**config.mk**
```make
export PLATFORM = sky130hd
export DESIGN_NAME = pin_irq_unit
export DESIGN_NICKNAME = d
export VERILOG_FILES = /design/src/rtl/pin_irq_pkg.sv /design/src/rtl/pin_sync_bank.sv /design/src/rtl/ext_detect.sv /design/src/rtl/pc_detect.sv /design/src/rtl/pin_irq_unit.sv
export SDC_FILE = /design/constraint.sdc
export NUM_CORES = 1
export LEC_CHECK = 0
export BUFFER_PORTS_ARGS = -buffer_cell sky130_fd_sc_hd__buf_2
export CAP_MARGIN = 25
export CORE_MARGIN = 2
export CORE_UTILIZATION = 53
export DETAILED_ROUTE_END_ITERATION = 7
export PLACE_DENSITY = 0.8
export SLEW_MARGIN = 10
export SYNTH_ARGS = -nofsm -noshare
export SYNTH_HDL_FRONTEND = slang
export SYNTH_HIERARCHICAL = 1
export SYNTH_SLANG_ARGS = --single-unit
```
**constraint.sdc**
```tcl
create_clock -name clk_i -period 2.7 [get_ports clk_i]
set_clock_uncertainty 0.1 [all_clocks]
set_input_delay 0 -clock clk_i [delete_from_list [all_inputs] [get_ports clk_i]]
set_output_delay 0 -clock clk_i [all_outputs]
set_load 0.02 [all_outputs]
```
**src/rtl/pin_irq_pkg.sv**
```systemverilog
package pin_irq_pkg;
  typedef enum logic [1:0] {
    SENSE_LOW  = 2'b00,
    SENSE_ANY  = 2'b01,
    SENSE_FALL = 2'b10,
    SENSE_RISE = 2'b11
  } sense_e;
endpackage

```
**src/rtl/pin_sync_bank.sv**
```systemverilog
module pin_sync_bank #(
  parameter int W      = 6,
  parameter int STAGES = 2
) (
  input  logic         clk_i,
  input  logic         rst_ni,
  input  logic [W-1:0] pin_i,
  output logic [W-1:0] cur_o,
  output logic [W-1:0] prev_o,
  output logic         valid_o
);
  localparam int CW   = $clog2(STAGES + 2);
  localparam int FILL = STAGES + 1;

  logic [W-1:0] stg_q [STAGES];
  logic [W-1:0] prev_q;
  logic [CW-1:0] cnt_q;

  for (genvar g = 0; g < STAGES; g++) begin : g_stage
    always_ff @(posedge clk_i or negedge rst_ni) begin
      if (!rst_ni) stg_q[g] <= '0;
      else if (g == 0) stg_q[g] <= pin_i;
      else stg_q[g] <= stg_q[(g == 0) ? 0 : g-1];
    end
  end

  always_ff @(posedge clk_i or negedge rst_ni) begin
    if (!rst_ni) begin
      prev_q <= '0;
      cnt_q  <= '0;
    end else begin
      prev_q <= stg_q[STAGES-1];
      if (cnt_q != CW'(FILL)) cnt_q <= cnt_q + 1'b1;
    end
  end

  assign cur_o   = stg_q[STAGES-1];
  assign prev_o  = prev_q;
  // compare is meaningful once prev holds a real sample
  assign valid_o = (cnt_q == CW'(FILL));

  a_r11_prev_follows: assert property (@(posedge clk_i) disable iff (!rst_ni)
    prev_o == $past(cur_o));
endmodule

```
**src/rtl/ext_detect.sv**
```systemverilog
module ext_detect
  import pin_irq_pkg::*;
(
  input  logic   clk_i,
  input  logic   rst_ni,
  input  logic   cur_i,
  input  logic   prev_i,
  input  logic   valid_i,
  input  logic   en_i,
  input  sense_e sense_i,
  input  logic   ack_i,
  output logic   irq_o
);
  logic det, lvl_req, flag_q;

  always_comb begin
    unique case (sense_i)
      SENSE_ANY:  det = cur_i ^ prev_i;
      SENSE_FALL: det = prev_i & ~cur_i;
      SENSE_RISE: det = cur_i & ~prev_i;
      default:    det = 1'b0;
    endcase
    det = det & valid_i & en_i;
  end

  always_ff @(posedge clk_i or negedge rst_ni) begin
    if (!rst_ni)    flag_q <= 1'b0;
    else if (det)   flag_q <= 1'b1;
    else if (ack_i) flag_q <= 1'b0;
  end

  assign lvl_req = en_i & valid_i & (sense_i == SENSE_LOW) & ~cur_i;
  assign irq_o   = flag_q | lvl_req;

  a_r6_set_wins: assert property (@(posedge clk_i) disable iff (!rst_ni)
    (det && ack_i) |=> flag_q);
  a_r6_ack_clears: assert property (@(posedge clk_i) disable iff (!rst_ni)
    (ack_i && !det) |=> !flag_q);
  a_r9_ext_disabled: assert property (@(posedge clk_i) disable iff (!rst_ni)
    (!en_i && !flag_q) |=> !flag_q);
  a_r5_level_released: assert property (@(posedge clk_i) disable iff (!rst_ni)
    (sense_i == SENSE_LOW && cur_i && !flag_q) |-> !irq_o);
endmodule

```
**src/rtl/pc_detect.sv**
```systemverilog
module pc_detect #(
  parameter int          W     = 6,
  parameter logic [W-1:0] GATED = 6'b100000
) (
  input  logic         clk_i,
  input  logic         rst_ni,
  input  logic [W-1:0] cur_i,
  input  logic [W-1:0] prev_i,
  input  logic         valid_i,
  input  logic [W-1:0] dir_i,
  input  logic         en_i,
  input  logic         ack_i,
  output logic         irq_o
);
  logic [W-1:0] mask;
  logic det, flag_q;

  // gated pins drop out while driven as outputs
  assign mask = ~(dir_i & GATED);
  assign det  = valid_i & en_i & (|((cur_i ^ prev_i) & mask));

  always_ff @(posedge clk_i or negedge rst_ni) begin
    if (!rst_ni)    flag_q <= 1'b0;
    else if (det)   flag_q <= 1'b1;
    else if (ack_i) flag_q <= 1'b0;
  end

  assign irq_o = flag_q;

  a_r6_pc_set_wins: assert property (@(posedge clk_i) disable iff (!rst_ni)
    (det && ack_i) |=> flag_q);
  a_r9_pc_disabled: assert property (@(posedge clk_i) disable iff (!rst_ni)
    (!en_i && !flag_q) |=> !flag_q);
  a_r8_gated_ignored: assert property (@(posedge clk_i) disable iff (!rst_ni)
    (((cur_i ^ prev_i) & ~GATED) == '0 && (dir_i & GATED) == GATED && !flag_q)
    |=> !flag_q);
endmodule

```
**src/rtl/pin_irq_unit.sv**
```systemverilog
module pin_irq_unit
  import pin_irq_pkg::*;
#(
  parameter int              PORT_W  = 6,
  parameter int              EXT_BIT = 2,
  parameter int              STAGES  = 2,
  parameter logic [PORT_W-1:0] GATED = 6'b100000
) (
  input  logic              clk_i,
  input  logic              rst_ni,
  input  logic [PORT_W-1:0] port_pin_i,
  input  logic [PORT_W-1:0] port_dir_i,
  input  logic              ext_en_i,
  input  logic [1:0]        ext_sense_i,
  input  logic              ext_ack_i,
  input  logic              pc_en_i,
  input  logic              pc_ack_i,
  output logic              ext_irq_o,
  output logic              pc_irq_o
);
  logic [PORT_W-1:0] cur, prev;
  logic sync_valid;

  pin_sync_bank #(.W(PORT_W), .STAGES(STAGES)) u_sync (
    .clk_i, .rst_ni, .pin_i(port_pin_i),
    .cur_o(cur), .prev_o(prev), .valid_o(sync_valid)
  );

  ext_detect u_ext (
    .clk_i, .rst_ni,
    .cur_i(cur[EXT_BIT]), .prev_i(prev[EXT_BIT]), .valid_i(sync_valid),
    .en_i(ext_en_i), .sense_i(sense_e'(ext_sense_i)), .ack_i(ext_ack_i),
    .irq_o(ext_irq_o)
  );

  pc_detect #(.W(PORT_W), .GATED(GATED)) u_pc (
    .clk_i, .rst_ni, .cur_i(cur), .prev_i(prev), .valid_i(sync_valid),
    .dir_i(port_dir_i), .en_i(pc_en_i), .ack_i(pc_ack_i), .irq_o(pc_irq_o)
  );

  a_r5_level_asserts: assert property (@(posedge clk_i) disable iff (!rst_ni)
    (ext_en_i && ext_sense_i == 2'b00 && sync_valid &&
     !$past(port_pin_i[EXT_BIT], 2)) |-> ext_irq_o);
  a_r1_quiet_warmup: assert property (@(posedge clk_i) disable iff (!rst_ni)
    !sync_valid |=> !pc_irq_o);
endmodule

```
==> run summary <==
Fin. Hold Viols -> 0
leakage -> 0.4950 nW
crit-path max FO -> 3
pre-CTS setup slack -> 1360 ps
CTS resizes -> 0
R2R cell count -> 5
n_diodes -> 0
Area growth syn-to-layout -> 23.94%
clk buf depth -> 2
largest net degree at the start of global routing -> 23
vias in the first global route -> 488
CTS Root Buffer Type -> clkbuf_4
wire per inst -> 10.53 um
max-cap violations -> 0
GRT Util Overall -> 13.84%
post-synthesis cell count -> 55
Detailed Route WL -> 1011 um
Hold Path Class -> in2async
total iterations of the first detailed-routing run -> 2
Logic pwr share -> 11.5%
fillers -> 116
Port Buffer Count -> 16
Post-Syn Area -> 825.8 um^2
first-pass GRT wire length -> 1883 um
setup slack after layout -> 551.4 ps
DP HPWL -> 723.3 um
fin util -> 68.74%
NumNets Final -> 106
TNS Setup -> 0 ps
IR drop worst, VDD -> 419.6 uV
Initial Util -> 55.46%
CP Class -> reg2reg
clk_lat worst skew -> 280 ps
highest clock rate -> 0.4654 GHz
Yosys cell types -> 16
status -> finished clean
Seq cells post-synth -> 22
clock power share -> 23.9%
gpl congestion -> 0.6372
Reg clk slew, reported paths -> 100 ps
Seq/Total Area, Yosys -> 66.67%
Reg power frac -> 64.6%
Worst Path Required -> 2780 ps
Die Y -> 43.47 um
GRT Residual Overflow -> 0
Tcrit/Tclk final -> 79.58%
CP arrival -> 2230 ps
Power Density -> 535.2 nW/um^2
CTS Sinks -> 22
Final setup viols -> 0
die area -> 1890 um^2
setup bufs post-CTS -> 0
Net Count, Synth -> 79
multi-input logic area -> 215.2 um^2
max-slew violations -> 0
TritonCTS clock tree -> yes
slew at the pin closest to its max-slew limit -> 444.6 ps
startpoint types -> flip-flop
placed cells -> 81
Storage cell area -> 550.5 um^2
Vias -> 455
Worst setup EP type -> flip-flop
Num CTS Buffers -> 3
RSZ-0062 raised after global routing -> false
Sw Pwr -> 0.1143 mW
ANT nets after route -> 0
initial DRC count -> 3
layout cell share with drive strength beyond 1 -> 27.50%
Tmin final -> 2149 ps
Core Box Area -> 1489 um^2
hold buffer count at CTS -> 12
CTS H-tree lvls -> 1
internal power -> 0.4335 mW
num rows -> 14
Mean Syn Cell Area -> 15.01 um^2
initial antenna violation count -> 0
switch share -> 20.86%
relative max-transition margin -> 70.36%
DR vias/cell -> 4.740
non-filler cells, final -> 96
synthesis warning total -> 6
die width -> 43.47 um
# IOs -> 22
# DRC -> 0
stage by stage:
step / cell area [um^2] / power (mW) / hold slack, ps
detailed placement: 880.8 / 0.4088 / -125.2
floorplan: 825.8 / 0.3908 / -395.6
CTS: 1023 / 0.5576 / 85.19
global placement: 880.8 / 0.4059 / -129.3
finish: 1023 / 0.5477 / 100.4
global route: 1023 / 0.5849 / 108.3
state kept, by name, indices dropped and copies added, names as in the netlist:
register       count
u_sync/cur_o       6
u_sync/cnt_q       2
u_sync/stg_q       6
u_pc/irq_o         1
u_ext/flag_q       1
u_sync/prev_o      6
routing by layer:
metal | track usage (%) | share of wire [%] | routed length (um) | vias up
met1 | 17.05 | 45 | 458 | 215
met3 | 3.750 | 5.2 | 53 | 2
li1 | - | - | - | 225
met2 | 21.49 | 48 | 482 | 13
met4 | 9.091 | 1.7 | 17 | 0
met5 | 0 | 0 | 0 | -
placed cells by master, fill, tap and decap left out, drive strengths merged:
cell,n
nor2b,1
nor4,1
o32ai,1
mux2i,1
and2,1
buf,16
a21oi,3
xor2,3
o211a,1
ha,4
dfrtp,22
inv,4
o41ai,1
xnor2,4
mux2,1
dlygate4sd3,12
nand2,1
clkbuf,3
cell usage after synthesis (all sizes together):
master / number / area (um^2)
dfrtp: 22 / 550.5
buf: 6 / 45.04
ha: 4 / 50.05
inv: 4 / 15.01
xnor2: 4 / 35.03
a21oi: 3 / 15.01
xor2: 3 / 26.28
and2: 1 / 6.260
mux2: 1 / 15.01
mux2i: 1 / 10.01
nand2: 1 / 3.750
nor2b: 1 / 6.260
nor4: 1 / 12.51
o211a: 1 / 10.01
o32ai: 1 / 16.27
o41ai: 1 / 8.760
cell families after synthesis:
kind of cell	after synthesis	synth area share (%)
flops	22	66.67
buf+inv	10	7.272
xor+xnor	7	7.424
compound gates	6	6.061
fa+ha+maj	4	6.061
simple gates	4	3.485
mux	2	3.030
power groups by stage:
stage | registers, mW | logic [mW] | clock network, mW
finish | 0.354 | 0.0629 | 0.131
global route | 0.356 | 0.0701 | 0.159
CTS | 0.354 | 0.0637 | 0.140
detailed placement | 0.361 | 0.0481 | 0
global placement | 0.359 | 0.0465 | 0
floorplan | 0.359 | 0.0316 | 0
final timing paths:
kind                            startpoint                to  slack, ps
setup / recovery           u_sync/cnt_q[0]        u_pc/irq_o        550
max in group asynchronous           rst_ni      u_ext/flag_q       2090
setup reg to reg           u_sync/cnt_q[0]        u_pc/irq_o        550
min in group clk_i          ext_sense_i[1]         ext_irq_o        220
hold / removal                      rst_ni  u_sync/stg_q[11]        100
hold reg to reg            u_sync/stg_q[9]   u_sync/cur_o[3]        260
critical path, stage by stage, from the launching register on:
cell           delay (ps)
dfrtp_1               420
ha_1                  240
a21oi_1               140
dlygate4sd3_1         560
a21oi_1                40
dlygate4sd3_1         550
layout make-up:
class,count,area share (%)
inverters,4,1.467
flip-flops and latches,22,53.79
repair buffers,28,19.56
well taps,16,1.956
multi-input cells,23,21.03
clock buffers,3,2.200
(Power assumes the default switching activity.)
